<file path="src/rtl/sgw_pkg.sv">
package sgw_pkg;
  localparam int WORD_W     = 32;
  localparam int BYTES      = WORD_W / 8;
  localparam int DESC_WORDS = 8;
  localparam int APP_OFS    = 32;
  localparam int WB_OFS     = 28;
  localparam int NEXT_IDX   = 0;
  localparam int BUF_IDX    = 2;
  localparam int CTRL_IDX   = 6;
  localparam int STAT_IDX   = 7;
  localparam int SOF_BIT    = 27;
  localparam int EOF_BIT    = 26;
  localparam int DONE_BIT   = 31;

  typedef enum logic [1:0] {PH_DESC, PH_APP, PH_BUF} rd_phase_e;

  typedef enum logic [3:0] {
    S_IDLE, S_DRD, S_DWT, S_CHK, S_ARD, S_AWT, S_AOUT,
    S_BRD, S_BWT, S_BOUT, S_WB, S_ADV
  } walk_state_e;
endpackage

</file>
<file path="src/rtl/sgw_addr_gen.sv">
module sgw_addr_gen
  import sgw_pkg::*;
#(
  parameter int ADDR_W = 32,
  parameter int IDX_W  = 4
) (
  input  rd_phase_e         phase_i,
  input  logic [ADDR_W-1:0] desc_i,
  input  logic [ADDR_W-1:0] buf_i,
  input  logic [IDX_W-1:0]  idx_i,
  output logic [ADDR_W-1:0] addr_o
);
  logic [ADDR_W-1:0] word_ofs;
  assign word_ofs = ADDR_W'({idx_i, 2'b00});

  always_comb begin
    unique case (phase_i)
      PH_DESC: addr_o = desc_i + word_ofs;
      PH_APP:  addr_o = desc_i + ADDR_W'(APP_OFS) + word_ofs;
      default: addr_o = buf_i;
    endcase
  end
endmodule

</file>
<file path="src/rtl/sgw_beat_fmt.sv">
module sgw_beat_fmt
  import sgw_pkg::*;
#(
  parameter int LEN_W = 23
) (
  input  logic [LEN_W-1:0] rem_i,
  input  logic             eof_i,
  output logic [BYTES-1:0] keep_o,
  output logic             fin_o,
  output logic             last_o
);
  for (genvar b = 0; b < BYTES; b++) begin : g_keep
    assign keep_o[b] = rem_i > LEN_W'(b);
  end
  assign fin_o  = rem_i <= LEN_W'(BYTES);
  assign last_o = fin_o & eof_i;
endmodule

</file>
<file path="src/rtl/sgw_walker.sv">
module sgw_walker
  import sgw_pkg::*;
#(
  parameter int ADDR_W    = 32,
  parameter int LEN_W     = 23,
  parameter int APP_WORDS = 5
) (
  input  logic              clk_i,
  input  logic              rst_ni,
  input  logic              run_i,
  input  logic              idle_i,
  input  logic              tail_wr_i,
  input  logic [ADDR_W-1:0] cur_ptr_i,
  input  logic [ADDR_W-1:0] tail_ptr_i,
  output logic [ADDR_W-1:0] cur_ptr_o,
  output logic              cur_upd_o,
  output logic              halted_o,
  output logic              idle_set_o,
  output logic              cmpl_o,
  output logic              rd_req_valid_o,
  input  logic              rd_req_ready_i,
  output logic [ADDR_W-1:0] rd_addr_o,
  input  logic              rd_rsp_valid_i,
  input  logic [31:0]       rd_rsp_data_i,
  output logic              wr_valid_o,
  input  logic              wr_ready_i,
  output logic [ADDR_W-1:0] wr_addr_o,
  output logic [31:0]       wr_data_o,
  output logic              ctl_valid_o,
  input  logic              ctl_ready_i,
  output logic [31:0]       ctl_data_o,
  output logic              ctl_last_o,
  output logic              dat_valid_o,
  input  logic              dat_ready_i,
  output logic [31:0]       dat_data_o,
  output logic [3:0]        dat_keep_o,
  output logic              dat_last_o
);
  localparam int MAXW  = (DESC_WORDS > APP_WORDS) ? DESC_WORDS : APP_WORDS;
  localparam int IDX_W = $clog2(MAXW) + 1;

  walk_state_e       st_q;
  logic [IDX_W-1:0]  idx_q;
  logic [ADDR_W-1:0] cur_q, tail_q, nxt_q, baddr_q, cur_o_q;
  logic [LEN_W-1:0]  len_q, rem_q;
  logic              sof_q, eof_q, done_q;
  logic [31:0]       hold_q;
  logic              halt_q, idle_q, cmpl_q, upd_q;
  rd_phase_e         phase;
  logic [BYTES-1:0]  keep;
  logic              fin, last;
  logic              start;

  assign start = tail_wr_i & run_i & ~idle_i;

  always_comb begin
    unique case (st_q)
      S_ARD:   phase = PH_APP;
      S_BRD:   phase = PH_BUF;
      default: phase = PH_DESC;
    endcase
  end

  sgw_addr_gen #(.ADDR_W(ADDR_W), .IDX_W(IDX_W)) u_addr (
    .phase_i(phase), .desc_i(cur_q), .buf_i(baddr_q), .idx_i(idx_q), .addr_o(rd_addr_o)
  );

  sgw_beat_fmt #(.LEN_W(LEN_W)) u_fmt (
    .rem_i(rem_q), .eof_i(eof_q), .keep_o(keep), .fin_o(fin), .last_o(last)
  );

  assign rd_req_valid_o = (st_q == S_DRD) || (st_q == S_ARD) || (st_q == S_BRD);
  assign wr_valid_o     = (st_q == S_WB);
  assign wr_addr_o      = cur_q + ADDR_W'(WB_OFS);
  assign wr_data_o      = 32'h8000_0000;
  assign ctl_valid_o    = (st_q == S_AOUT);
  assign ctl_data_o     = hold_q;
  assign ctl_last_o     = ctl_valid_o && (idx_q == IDX_W'(APP_WORDS - 1));
  assign dat_valid_o    = (st_q == S_BOUT);
  assign dat_data_o     = hold_q;
  assign dat_keep_o     = keep;
  assign dat_last_o     = dat_valid_o & last;
  assign cur_ptr_o      = cur_o_q;
  assign cur_upd_o      = upd_q;
  assign halted_o       = halt_q;
  assign idle_set_o     = idle_q;
  assign cmpl_o         = cmpl_q;

  always_ff @(posedge clk_i or negedge rst_ni) begin
    if (!rst_ni) begin
      st_q    <= S_IDLE;
      idx_q   <= '0;
      cur_q   <= '0;
      tail_q  <= '0;
      nxt_q   <= '0;
      baddr_q <= '0;
      cur_o_q <= '0;
      len_q   <= '0;
      rem_q   <= '0;
      sof_q   <= 1'b0;
      eof_q   <= 1'b0;
      done_q  <= 1'b0;
      hold_q  <= '0;
      halt_q  <= 1'b0;
      idle_q  <= 1'b0;
      cmpl_q  <= 1'b0;
      upd_q   <= 1'b0;
    end else begin
      halt_q <= 1'b0;
      idle_q <= 1'b0;
      cmpl_q <= 1'b0;
      upd_q  <= 1'b0;
      unique case (st_q)
        S_IDLE: if (start) begin
          cur_q  <= cur_ptr_i;
          tail_q <= tail_ptr_i;
          idx_q  <= '0;
          st_q   <= S_DRD;
        end
        S_DRD: if (rd_req_ready_i) st_q <= S_DWT;
        S_DWT: if (rd_rsp_valid_i) begin
          unique case (idx_q)
            IDX_W'(NEXT_IDX): nxt_q   <= rd_rsp_data_i[ADDR_W-1:0];
            IDX_W'(BUF_IDX):  baddr_q <= rd_rsp_data_i[ADDR_W-1:0];
            IDX_W'(CTRL_IDX): begin
              len_q <= rd_rsp_data_i[LEN_W-1:0];
              sof_q <= rd_rsp_data_i[SOF_BIT];
              eof_q <= rd_rsp_data_i[EOF_BIT];
            end
            IDX_W'(STAT_IDX): done_q <= rd_rsp_data_i[DONE_BIT];
            default: ;
          endcase
          if (idx_q == IDX_W'(DESC_WORDS - 1)) st_q <= S_CHK;
          else begin
            idx_q <= idx_q + 1'b1;
            st_q  <= S_DRD;
          end
        end
        S_CHK: begin
          idx_q <= '0;
          rem_q <= len_q;
          if (done_q) begin
            halt_q <= 1'b1;
            st_q   <= S_IDLE;
          end else if (sof_q) st_q <= S_ARD;
          else if (len_q == '0) st_q <= S_WB;
          else st_q <= S_BRD;
        end
        S_ARD: if (rd_req_ready_i) st_q <= S_AWT;
        S_AWT: if (rd_rsp_valid_i) begin
          hold_q <= rd_rsp_data_i;
          st_q   <= S_AOUT;
        end
        S_AOUT: if (ctl_ready_i) begin
          if (idx_q == IDX_W'(APP_WORDS - 1)) begin
            idx_q <= '0;
            st_q  <= (rem_q == '0) ? S_WB : S_BRD;
          end else begin
            idx_q <= idx_q + 1'b1;
            st_q  <= S_ARD;
          end
        end
        S_BRD: if (rd_req_ready_i) st_q <= S_BWT;
        S_BWT: if (rd_rsp_valid_i) begin
          hold_q <= rd_rsp_data_i;
          st_q   <= S_BOUT;
        end
        S_BOUT: if (dat_ready_i) begin
          baddr_q <= baddr_q + ADDR_W'(BYTES);
          if (fin) begin
            rem_q <= '0;
            st_q  <= S_WB;
          end else begin
            rem_q <= rem_q - LEN_W'(BYTES);
            st_q  <= S_BRD;
          end
        end
        S_WB: if (wr_ready_i) begin
          cmpl_q <= eof_q;
          st_q   <= S_ADV;
        end
        S_ADV: begin
          cur_o_q <= nxt_q;
          upd_q   <= 1'b1;
          cur_q   <= nxt_q;
          idx_q   <= '0;
          if (cur_q == tail_q) begin
            idle_q <= 1'b1;
            st_q   <= S_IDLE;
          end else st_q <= S_DRD;
        end
        default: st_q <= S_IDLE;
      endcase
    end
  end

  a_r8_beat_hold: assert property (@(posedge clk_i) disable iff (!rst_ni)
    dat_valid_o && !dat_ready_i |=> dat_valid_o && $stable(dat_data_o)
      && $stable(dat_keep_o) && $stable(dat_last_o));
  a_r8_no_read_stalled: assert property (@(posedge clk_i) disable iff (!rst_ni)
    dat_valid_o && !dat_ready_i |-> !rd_req_valid_o);
  a_r4_ctl_data_apart: assert property (@(posedge clk_i) disable iff (!rst_ni)
    ctl_valid_o |-> !dat_valid_o);
  a_r7_last_needs_eof: assert property (@(posedge clk_i) disable iff (!rst_ni)
    dat_valid_o && dat_last_o |-> eof_q);
  a_r3_halt_quiet: assert property (@(posedge clk_i) disable iff (!rst_ni)
    halted_o |-> !dat_valid_o && !wr_valid_o && !ctl_valid_o);
  a_r11_idle_with_upd: assert property (@(posedge clk_i) disable iff (!rst_ni)
    idle_set_o |-> cur_upd_o);
  a_r10_cmpl_after_wb: assert property (@(posedge clk_i) disable iff (!rst_ni)
    cmpl_o |-> $past(wr_valid_o && wr_ready_i));
endmodule

</file>
<file path="config.mk">
export PLATFORM = sky130hd
export DESIGN_NAME = sgw_walker
export DESIGN_NICKNAME = d
export VERILOG_FILES = /design/src/rtl/sgw_pkg.sv /design/src/rtl/sgw_addr_gen.sv /design/src/rtl/sgw_beat_fmt.sv /design/src/rtl/sgw_walker.sv
export SDC_FILE = /design/constraint.sdc
export NUM_CORES = 1
export LEC_CHECK = 0
export ABC_AREA = 1
export BUFFER_PORTS_ARGS = -buffer_cell sky130_fd_sc_hd__buf_2
export CORE_MARGIN = 2
export CORE_UTILIZATION = 60
export DETAILED_ROUTE_END_ITERATION = 10
export GPL_TIMING_DRIVEN = 0
export HOLD_SLACK_MARGIN = 0.03
export PLACE_DENSITY_LB_ADDON = 0.05
export SETUP_SLACK_MARGIN = 0.02
export SYNTH_ARGS = -nofsm -noshare
export SYNTH_HDL_FRONTEND = slang
export SYNTH_SLANG_ARGS = --single-unit
</file>
<file path="constraint.sdc">
create_clock -name clk_i -period 8.3 [get_ports clk_i]
set_clock_uncertainty 0.2 [all_clocks]
set_input_delay 1.245 -clock clk_i [delete_from_list [all_inputs] [get_ports clk_i]]
set_output_delay 1.245 -clock clk_i [all_outputs]
set_load 0.01 [all_outputs]
</file>
==> results of run 1 <==
[worst max-delay path: cells and delay by family, from the launching register on]
kind                     cells  cell delay (ns)
flip-flops                   1             0.53
AO/OA/AOI/OAI                2             0.21
AND/OR/NAND/NOR              7             1.22
buffers and inverters        2             0.26
adder cells (fa/ha/maj)      2             0.81
[registers in the layout, summed over array words and instances, names as in the netlist, 4 cells and up]
name / flops
rem_q: 23
cur_q: 32
tail_q: 32
len_q: 23
nxt_q: 32
st_q: 4
ctl_data_o: 32
idx_q: 4
baddr_q: 32
cur_ptr_o: 32
[layout make-up]
class | count | area, µm²
multi-input combinational | 1519 | 7330
fill | 2040 | 6940
sequential | 253 | 6330
timing repair buffer | 280 | 1460
buffer | 146 | 893
inverter | 224 | 843
clock buffer | 32 | 724
tap | 330 | 413
clock inverter | 18 | 181
antenna | 1 | 2.50
[routing by layer]
layer  global-route usage [%]  wire [µm]  vias up
met5                        0          0        -
met4                     16.7       2580        0
met3                     6.63       5650      169
met2                     66.9      25800     1014
met1                     55.2      22100     7660
li1                         -          -     7374
[cell usage in the layout (no fill, tap or decap), types with 39 or more instances in the layout]
master    count
a21oi_1      68
nor2_1      148
clkbuf_1     39
inv_1       216
nand3_1     212
dfrtp_1     253
xor2_1       50
nand2_1     638
buf_4        74
o21ai_0     159
buf_2       307
[through the flow]
stage | setup WS, ns | util, % | hold slack, ns | cells | power, µW
2_1_floorplan | 4.55 | - | 0.253 | 2142 | 3980
3_3_place_gp | 1.28 | 68.5 | 0.261 | 2750 | 5000
3_5_place_dp | 3.95 | 68.8 | 0.262 | 2752 | 5110
4_1_cts | 3.35 | 72.4 | 0.281 | 2802 | 6370
5_1_grt | 3.02 | 72.4 | 0.300 | 2802 | 6830
6_report | 3.24 | 72.4 | 0.282 | 2803 | 6450
[path summary, 6_finish.rpt]
kind                                           start                   endpoint  slack [ns]  depth (start not counted)
hold / removal             cur_ptr_o[25]$_DFFE_PN0P_  cur_ptr_o[25]$_DFFE_PN0P_        0.28                          2
hold reg to reg            cur_ptr_o[25]$_DFFE_PN0P_  cur_ptr_o[25]$_DFFE_PN0P_        0.28                          2
min in group asynchronous                     rst_ni      tail_q[0]$_DFFE_PN0P_        0.39                          1
max in group asynchronous                     rst_ni      len_q[11]$_DFFE_PN0P_        6.11                          3
setup / recovery                cur_q[4]$_DFFE_PN0P_              rd_addr_o[14]        3.24                         13
setup reg to reg                 st_q[0]$_DFFE_PN0P_  cur_ptr_o[13]$_DFFE_PN0P_        5.68                          7
[logic make-up (layout without fill, tap and decap cells)]
| family | count (synthesis) | in the layout |
|---|---|---|
| xor+xnor | 64 | 64 |
| other cells | 2 | 33 |
| flops | 253 | 253 |
| fa+ha+maj | 20 | 20 |
| compound gates | 307 | 307 |
| mux | 14 | 14 |
| simple gates | 1082 | 1082 |
| buf+inv | 370 | 700 |
[power breakdown]
group | total (µW) | internal, µW | leakage, µW | switching (µW)
clock network | 1240 | 695 | 0.000444 | 543
registers | 2240 | 1730 | 0.00319 | 510
logic | 2970 | 1100 | 0.00582 | 1870
total | 6450 | 3520 | 0.00945 | 2920
==> metrics.csv, run 1 <==
stage,metric,value,unit
outcome,run_status,"complete, no violations",
min_path,min_path_type,flip-flop to flip-flop,
yosys,synth_compound_area_share,10.7,%
die,std_cell_rows,58,
die,initial_utilization,60.9,%
flow_run,maxCapViolCount,0,
critical_path,worst_path_max_delay_cell,fa_1,
clock_network,clkSlewWorstSetupHoldPaths,0.06,ns
global_routing,grt_use_total,41.1,%
sta,timing.final.hold_violations,0,
pwr,peakVddDrop,0.267,mV
yosys,netlist-cell-type-count,47,
yosys,synthAdderAreaFrac,1.83,%
drt,detail_route.drc_violations,0,
sta,slew-limit-headroom,42.5,%
yosys,post-synth-top-area-cell,dfrtp_1,
clock_network,htree_levels,1,
yosys,postSynthRegisterBits,253,
clock_network,cts_buffer_depth,3,
clock_network,clock_insertion_delay_worst_skew,0.56,ns
clock_network,post_cts_resize_count,0,
yosys,synth-edff-count,0,
global_routing,grt.overflow.total,0,
yosys,postSynth.asyncResetShare,100,%
yosys,yosysSeqAreaShare,41.4,%
yosys,proportion_of_synthesized_area_in_mux_cells,1.03,%
clock_network,cts_tree,yes,
pwr,p_leak,0.00945,µW
pwr,power.density_cell_area,355,mW/mm²
critical_path,timing.critical_path.slowest_cell_delay,0.56,ns
global_routing,global_route_wire_length_before_repair,84400,µm
critical_path,critical_path.cell_chain,ha_1 -> inv_1 -> fa_1 -> nand3_1 -> nand2_1 -> nand2_1 -> nand2_1 -> nand2_1 -> nor2_1 -> a21oi_1 -> o21ai_0 -> nand3_1 -> buf_2,
yosys,yosys_warnings,0,
finish,area_of_all_placed_cells_without_fillers,0.0182,mm²
yosys,synthesis.instances,2112,
yosys,xor_xnor_fraction_of_synth_area,3.67,%
place,post-dp-hpwl,43400,µm
critical_path,worst_setup_path_start_kind,flip-flop,
yosys,synthesis.area_per_instance,7.24,µm²
drt,routed_wire_length_per_instance,20.0,µm
die,die_x,164,µm
finish,area.growth.synth_to_final,18.9,%
yosys,synth_flop_cell,dfrtp_1,
sta,post-route-period-util,60.9,%
clock_network,numClockSinks,253,
drt,total_routed_length,56100,µm
sta,maxClockFrequency,198,MHz
sta,drv_slew,0,
die,io_pins,312,
clock_network,inserted_clock_buffers,27,
die,core_area,0.0251,mm²
yosys,synth_commonest_cells,"638 x nand2_1, 253 x dfrtp_1, 216 x inv_1, 212 x nand3_1, 159 x o21ai_0",
place,place.gp.congestion,1.01,
finish,layout-drive-gt1-share,19.8,%
sta,totalNegativeSetupSlack,0,ns
yosys,synth_top_family_by_area,simple AND/OR/NAND/NOR gates,
drt,drt_iter0_markers,2144,
critical_path,cp.required,6.86,ns
critical_path,critPathKind,flip-flop to primary output,
critical_path,worstPathMaxFanout,7,
place,area_of_placed_instances,0.0173,mm²
sta,least_margin_pin_slew,0.863,ns
global_routing,grt_pass1_vias,15300,
drt,drt-vias-per-instance,5.79,
critical_path,setup.worst_path.end_class,primary output,
drt,routed-via-count,16200,
drt,ant_nets,0,
yosys,synth.area.top_cells,"dfrtp_1 41%, nand2_1 16%, nand3_1 6.9%",
critical_path,worstPathArrival,3.61,ns
yosys,synth_largest_type_area_fraction,41.4,%
clock_network,cts-root-buf,clkbuf_16,
sta,grt_setup_unrepaired,no,
yosys,synth_most_common_cell,nand2_1,
yosys,yosys.area_share.simple,29.9,%
global_routing,grt_max_degree,115,
yosys,synthesis.area,0.0153,mm²
global_routing,antenna_found_initial,3,
sta,finalSetupViolCount,0,
drt,detailedRoute.firstPassIterationCount,6,
clock_network,cts_post_setup_buffers_inserted,0,
finish,final_net_count,2577,
sta,timing.final.crit_period,5.06,ns
die,die-height,164,µm
critical_path,crit_path_frequent_cell,nand2_1,
place,number_of_input_and_output_port_buffers_inserted,278,
clock_network,cts_hold_repair.buffers,0,
die,die_area,0.0268,mm²
Power figures use the tool's default switching activity.
==> inputs of run 2 (changes only) <==
--- a/config.mk
+++ b/config.mk
@@ -8,7 +8,7 @@
 export ABC_AREA = 1
 export BUFFER_PORTS_ARGS = -buffer_cell sky130_fd_sc_hd__buf_2
 export CORE_MARGIN = 2
-export CORE_UTILIZATION = 60
+export CORE_UTILIZATION = 51
 export DETAILED_ROUTE_END_ITERATION = 10
 export GPL_TIMING_DRIVEN = 0
 export HOLD_SLACK_MARGIN = 0.03
==> constraint.sdc (replaced) <==
create_clock -name clk_i -period 4.35 [get_ports clk_i]
set_clock_uncertainty 0.2 [all_clocks]
set_input_delay 0.6525 -clock clk_i [delete_from_list [all_inputs] [get_ports clk_i]]
set_output_delay 0.6525 -clock clk_i [all_outputs]
set_load 0.01 [all_outputs]
==> metrics.csv, run 2 (synthesis gave the netlist of run 1 again) <==
stage,metric,value,unit,change
drt,drt_iter0_markers,1443,,-33%
finish,final_net_count,2580,,+0.12%
sta,drv_slew,0,,unchanged
pwr,p_leak,0.00951,µW,+0.62%
drt,drt-vias-per-instance,5.46,,-5.6%
sta,post-route-period-util,95.9,%,
place,place.gp.congestion,0.989,,-2.1%
global_routing,grt_use_total,34.8,%,-6.3 points
die,initial_utilization,51.7,%,-9.2 points
place,place_inst,2812,,+2.2%
drt,ant_nets,0,,unchanged
die,die_area,0.0314,mm²,+17%
critical_path,ff2ff_path_depth,8,,+1
clock_network,inserted_clock_buffers,29,,+7.4%
min_path,worst_hold_path.num_cells,3,,+1
clock_network,cts-root-buf,clkbuf_16,,
clock_network,htree_levels,1,,unchanged
finish,leading_cell_type_in_the_layout_fill_and_taps_excluded,nand2_1,,
global_routing,antenna_found_initial,0,,-3
critical_path,worstPathArrival,3.32,ns,-0.29 ns
sta,timing.final.crit_period,4.17,ns,
critical_path,critPathKind,flip-flop to primary output,,
critical_path,setup.worst_path.end_class,primary output,,
finish,commonest_non_fill_non_tap_cells_in_the_layout,"636 x nand2_1, 307 x buf_2, 251 x dfrtp_1",,
clock_network,clock_insertion_delay_worst_skew,0.58,ns,+0.02 ns
clock_network,cts_buffer_depth,3,,unchanged
global_routing,grt.overflow.total,0,,unchanged
sta,timing.final.hold_violations,0,,unchanged
die,io_pins,312,,unchanged
drt,total_routed_length,55500,µm,-1.0%
drt,routed-via-count,15700,,-3.4%
critical_path,critical_path.cell_chain,ha_1 -> ha_1 -> inv_1 -> fa_1 -> nand3b_1 -> nand2_2 -> inv_1 -> nor3_2 -> nand2_1 -> nand2_1 -> nand3_1 -> o211ai_1 -> buf_2,,
flow_run,maxCapViolCount,0,,unchanged
sta,finalSetupViolCount,0,,unchanged
finish,final_cell_count_no_fill,2866,,+2.2%
place,post-dp-hpwl,43500,µm,+0.26%
sta,slew-limit-headroom,43.6,%,+1.2 points
pwr,power.total,12500,µW,+94%
min_path,min_path_type,primary input to flip-flop,,
critical_path,timing.critical_path.slowest_cell_delay,0.44,ns,-0.12 ns
die,std_cell_rows,63,,+8.6%
finish,insertedDiodeCount,0,,-1
global_routing,grt_max_degree,117,,+1.7%
die,core_area,0.0296,mm²,+18%
place,number_of_input_and_output_port_buffers_inserted,278,,unchanged
sta,least_margin_pin_slew,0.843,ns,-0.0207 ns
pwr,power.density_cell_area,680,mW/mm²,+92%
clock_network,cts_tree,yes,,
die,die_x,177,µm,+8.3%
drt,detailedRoute.firstPassIterationCount,6,,unchanged
finish,area.growth.synth_to_final,20.6,%,
finish,layout-drive-gt1-share,20.3,%,+0.53 points
die,die-height,177,µm,+8.3%
global_routing,grt_pass1_vias,14600,,-4.8%
critical_path,worst_path_max_delay_cell,dfrtp_1,,
clock_network,numClockSinks,253,,unchanged
pwr,peakVddDrop,0.435,mV,+63%
critical_path,cp.required,3.50,ns,-3.36 ns
drt,routed_wire_length_per_instance,19.4,µm,-3.2%
drt,detail_route.drc_violations,0,,unchanged
critical_path,worst_setup_path_start_kind,flip-flop,,
outcome,run_status,"complete, no violations",,
sta,maxClockFrequency,240,MHz,
global_routing,global_route_wire_length_before_repair,83800,µm,-0.74%
sta,grt_setup_unrepaired,yes,,
critical_path,worstPathMaxFanout,5,,-2
clock_network,clkSlewWorstSetupHoldPaths,0.07,ns,about the same
[run 2: critical path, delay by kind of cell, from the launching register on]
kind                       cells  cell delay [ns]
AOI/OAI and AO/OA              1             0.15
buffers and inverters          3             0.40
and+or+nand+nor                6             0.86
adders and majority gates      3             0.92
DFF                            1             0.44
[run 2: worst paths after layout]
check                      slack [ns]                      from                       end
max in group asynchronous        2.30                    rst_ni     cur_q[17]$_DFFE_PN0P_
min                              0.08            tail_ptr_i[22]    tail_q[22]$_DFFE_PN0P_
min in group asynchronous        0.34                    rst_ni     tail_q[1]$_DFFE_PN0P_
max                              0.18      cur_q[3]$_DFFE_PN0P_             rd_addr_o[29]
min reg2reg                      0.28  cur_ptr_o[1]$_DFFE_PN0P_  cur_ptr_o[1]$_DFFE_PN0P_
max reg2reg                      1.74       st_q[3]$_DFFE_PN0P_      cur_q[9]$_DFFE_PN0P_
[run 2: cell type report]
cell class | instances | area [µm²]
flip-flops and latches | 253 | 6330
repair buffers | 281 | 1470
plain buffers | 146 | 893
well taps | 390 | 488
multi-input cells | 1519 | 7370
clock inverters | 20 | 262
fillers | 2795 | 11100
clock buffers | 33 | 771
inverters | 224 | 843
[run 2: what timing repair did]
item                                    CTS  global route
resized for setup                         1            12
endpoints found under the setup margin    3            14
endpoints found under the hold margin    33             0
buffers inserted                          0             0
hold buffers                              1             0
[run 2: power breakdown]
part | total, µW | switching [µW] | internal, µW
Clock | 2650 | 1070 | 1580
Combinational | 5590 | 3490 | 2100
Sequential | 4310 | 1000 | 3300
[run 2: per-stage QoR]
stage	area [µm²]	TNS, ns	hold WS (ns)	setup slack [ns]	utilization (%)
final	18400	0	0.0849	0.178	62.4
after floorplan	15400	0	0.157	1.19	-
after CTS	18400	0	0.0750	0.0620	62.2
after detailed placement	17300	0	0.261	0.567	58.7
after global routing	18400	0	0.0865	0.0154	62.4
after global placement	17300	-549.66	0.262	-2.21	58.4
[run 2: routing by layer]
layer,vias to the layer above,routed length [µm],track usage [%]
li1,7393,-,-
met4,0,1870,11.5
met5,-,0,0
met1,7426,23800,49.1
met3,100,4500,4.79
met2,741,25300,55.3
==> inputs of run 3 (changes only) <==
--- a/config.mk
+++ b/config.mk
@@ -16,4 +16,5 @@
 export SETUP_SLACK_MARGIN = 0.02
 export SYNTH_ARGS = -nofsm -noshare
 export SYNTH_HDL_FRONTEND = slang
+export SYNTH_HIERARCHICAL = 1
 export SYNTH_SLANG_ARGS = --single-unit
==> metrics.csv, run 3 <==
stage,metric,value,unit,change
finish,insertedDiodeCount,0,,unchanged
die,die_x,181,µm,+2.0%
critical_path,worstPathArrival,3.28,ns,-0.04 ns
critical_path,worst_setup_path_start_kind,flip-flop,,
clock_network,htree_levels,1,,unchanged
critical_path,critical_path.cell_chain,ha_1 -> inv_1 -> fa_1 -> nand3_1 -> nand3_1 -> nand2_1 -> nand2_1 -> buf_2 -> nand2_1 -> nand3_1 -> nand3_1 -> buf_2,,
min_path,min_from,tail_ptr_i[16],,
yosys,xor_xnor_fraction_of_synth_area,2.86,%,-0.80 points
critical_path,critPathKind,flip-flop to primary output,,
die,initial_utilization,51.9,%,+0.16 points
drt,drt-vias-per-instance,5.49,,+0.42%
global_routing,grt_pass1_vias,15400,,+6.0%
critical_path,startpoint,cur_q[4]$_DFFE_PN0P_,,
clock_network,post_cts_resize_count,0,,-1
yosys,yosysSeqAreaShare,39.8,%,-1.6 points
critical_path,worst_path_max_delay_cell,fa_1,,
place,post-dp-hpwl,43900,µm,+0.83%
sta,least_margin_pin_slew,0.786,ns,-0.0560 ns
yosys,yosys_warnings,6,,+6
yosys,synth_compound_area_share,8.98,%,-1.7 points
critical_path,cp.required,3.50,ns,about the same
finish,area.growth.synth_to_final,19.2,%,
finish,final_net_count,2737,,+6.1%
yosys,post-synth-top-area-cell,dfrtp_1,,
min_path,min_path_type,primary input to flip-flop,,
finish,commonest_non_fill_non_tap_cells_in_the_layout,"694 x nand2_1, 316 x buf_2, 253 x dfrtp_1",,
sta,grt_setup_unrepaired,no,,
sta,drv_slew,0,,unchanged
clock_network,cts_buffer_depth,3,,unchanged
yosys,synth_flop_cell,dfrtp_1,,
min_path,worst_hold_path.num_cells,3,,unchanged
yosys,synthesis.instances,2269,,+7.4%
flow_run,maxCapViolCount,0,,unchanged
sta,timing.final.crit_period,4.14,ns,-0.0367 ns
yosys,synthesis.area,0.0159,mm²,+4.1%
sta,totalNegativeSetupSlack,0,ns,unchanged
yosys,synth-edff-count,0,,unchanged
finish,final_cell_count_no_fill,3027,,+5.6%
sta,slew-limit-headroom,47.6,%,+3.9 points
global_routing,antenna_found_initial,0,,unchanged
die,io_pins,312,,unchanged
yosys,synthesis.area_per_instance,7.01,µm²,-3.1%
finish,fillCellCount,2863,,+2.4%
pwr,peakVddDrop,0.414,mV,-4.9%
sta,timing.final.hold_violations,0,,unchanged
yosys,postSynth.asyncResetShare,100,%,unchanged
sta,post-route-period-util,95.1,%,-0.84 points
clock_network,clock_insertion_delay_worst_skew,0.58,ns,about the same
critical_path,worstPathMaxFanout,10,,+5
global_routing,global_route_wire_length_before_repair,87300,µm,+4.2%
clock_network,cts_tree,yes,,
yosys,synth_commonest_cells,"694 x nand2_1, 253 x dfrtp_1, 252 x nand3_1, 237 x inv_1, 208 x nor2_1",,
yosys,synth_largest_type_area_fraction,39.8,%,-1.6 points
die,die-height,181,µm,+2.0%
die,core_area,0.0307,mm²,+3.8%
critical_path,startpoint_of_the_most_critical_register_to_register_path,st_q[2]$_DFFE_PN0P_,,
finish,layout-drive-gt1-share,19.2,%,-1.1 points
clock_network,numClockSinks,253,,unchanged
yosys,yosys.area_share.simple,34.5,%,+4.5 points
clock_network,inserted_clock_buffers,29,,unchanged
global_routing,grt.overflow.total,0,,unchanged
drt,ant_nets,0,,unchanged
drt,routed-via-count,16600,,+6.1%
clock_network,cts-root-buf,clkbuf_16,,
sta,maxClockFrequency,242,MHz,+0.89%
outcome,run_status,"complete, no violations",,
yosys,synthAdderAreaFrac,1.76,%,-0.072 points
yosys,synth_top_family_by_area,simple AND/OR/NAND/NOR gates,,
pwr,p_leak,0.00980,µW,+3.1%
place,place_inst,2975,,+5.8%
drt,routed_wire_length_per_instance,18.7,µm,-3.2%
finish,leading_cell_type_in_the_layout_fill_and_taps_excluded,nand2_1,,
drt,detail_route.drc_violations,0,,unchanged
clock_network,cts_post_setup_buffers_inserted,0,,unchanged
critical_path,ff2ff_path_depth,8,,unchanged
place,number_of_input_and_output_port_buffers_inserted,278,,unchanged
drt,total_routed_length,56700,µm,+2.2%
drt,detailedRoute.firstPassIterationCount,6,,unchanged
global_routing,grt_max_degree,100,,-15%
critical_path,timing.critical_path.slowest_cell_delay,0.59,ns,+0.15 ns
critical_path,setup.worst_path.end_class,primary output,,
die,std_cell_rows,64,,+1.6%
clock_network,clkSlewWorstSetupHoldPaths,0.06,ns,about the same
yosys,synth_most_common_cell,nand2_1,,
pwr,power.density_cell_area,672,mW/mm²,-1.3%
place,place.gp.congestion,0.969,,-2.1%
die,die_area,0.0326,mm²,+4.0%
critical_path,crit_path_frequent_cell,nand3_1,,
drt,drt_iter0_markers,1252,,-13%
yosys,postSynthRegisterBits,253,,unchanged
yosys,proportion_of_synthesized_area_in_mux_cells,0.920,%,-0.11 points
sta,finalSetupViolCount,0,,unchanged
global_routing,grt_use_total,34.2,%,-0.65 points
yosys,synth.area.top_cells,"dfrtp_1 40%, nand2_1 16%, nand3_1 7.9%",,
yosys,netlist-cell-type-count,46,,-2.1%
clock_network,cts_hold_repair.buffers,1,,unchanged
## run 3: changes by cell type after synthesis, moves of 12 or more
cell     before  now
inv_1       216  237
nand2_1     638  694
nand3_1     212  252
nand4_1      18   37
nor2_1      148  208
o21ai_0     159  147
o21ai_1      34   12
xor2_1       50   36
## run 3: final timing paths
kind / slack, ns / to
setup / recovery: 0.21 / rd_addr_o[8]
hold / removal: 0.09 / tail_q[16]$_DFFE_PN0P_
setup reg to reg: 1.82 / cur_ptr_o[5]$_DFFE_PN0P_
hold reg to reg: 0.27 / cur_ptr_o[28]$_DFFE_PN0P_
max in group asynchronous: 2.18 / ctl_data_o[30]$_DFFE_PN0P_
min in group asynchronous: 0.48 / tail_q[1]$_DFFE_PN0P_
## run 3: per-stage QoR
stage | utilization, % | area (µm²) | setup slack, ns | power [µW] | hold WS, ns
3_3_place_gp | 58.4 | 17900 | -2.30 | 9960 | 0.255
4_1_cts | 61.8 | 19000 | 0.248 | 12700 | 0.0674
6_report | 61.8 | 19000 | 0.214 | 12700 | 0.0857
5_1_grt | 61.8 | 19000 | 0.0533 | 13600 | 0.0896
3_5_place_dp | 58.6 | 18000 | 0.873 | 10100 | 0.257
2_1_floorplan | - | 16000 | 1.37 | 7860 | 0.157
## run 3: cell type report
type / count / area, µm² / area share, %
timing repair buffer: 281 / 1470 / 7.73
buffer: 141 / 862 / 4.55
sequential: 253 / 6330 / 33.4
multi-input combinational: 1662 / 7910 / 41.7
clock buffer: 37 / 786 / 4.14
tap: 396 / 495 / 2.61
clock inverter: 14 / 195 / 1.03
inverter: 243 / 912 / 4.81
## run 3: layer usage
layer	share of wire (%)	up-vias	GRT usage [%]
met1	43	7883	47.6
met5	0	-	0
met4	4.6	0	14.4
li1	-	7860	-
met3	7.4	122	3.72
met2	45	745	54.3
## run 3: power breakdown
part | switching (µW) | internal, µW | total, µW
registers | 1290 | 3320 | 4610
clock network | 1030 | 1520 | 2550
logic | 3430 | 2150 | 5580
## run 3: cells by family (layout without fill, tap and decap cells)
logic type / Yosys count / count (layout)
compound gates: 272 / 272
buf+inv: 384 / 716
other cells: 2 / 32
fa+ha+maj: 20 / 20
mux: 13 / 13
xor+xnor: 52 / 52
flops: 253 / 253
simple gates: 1273 / 1273
## run 3: critical path: cells and delay by family, from the launching register on
family	cells	cell delay (ns)
AND/OR/NAND/NOR	7	0.85
adder cells (fa/ha/maj)	2	0.80
flip-flops	1	0.57
buffers and inverters	3	0.46
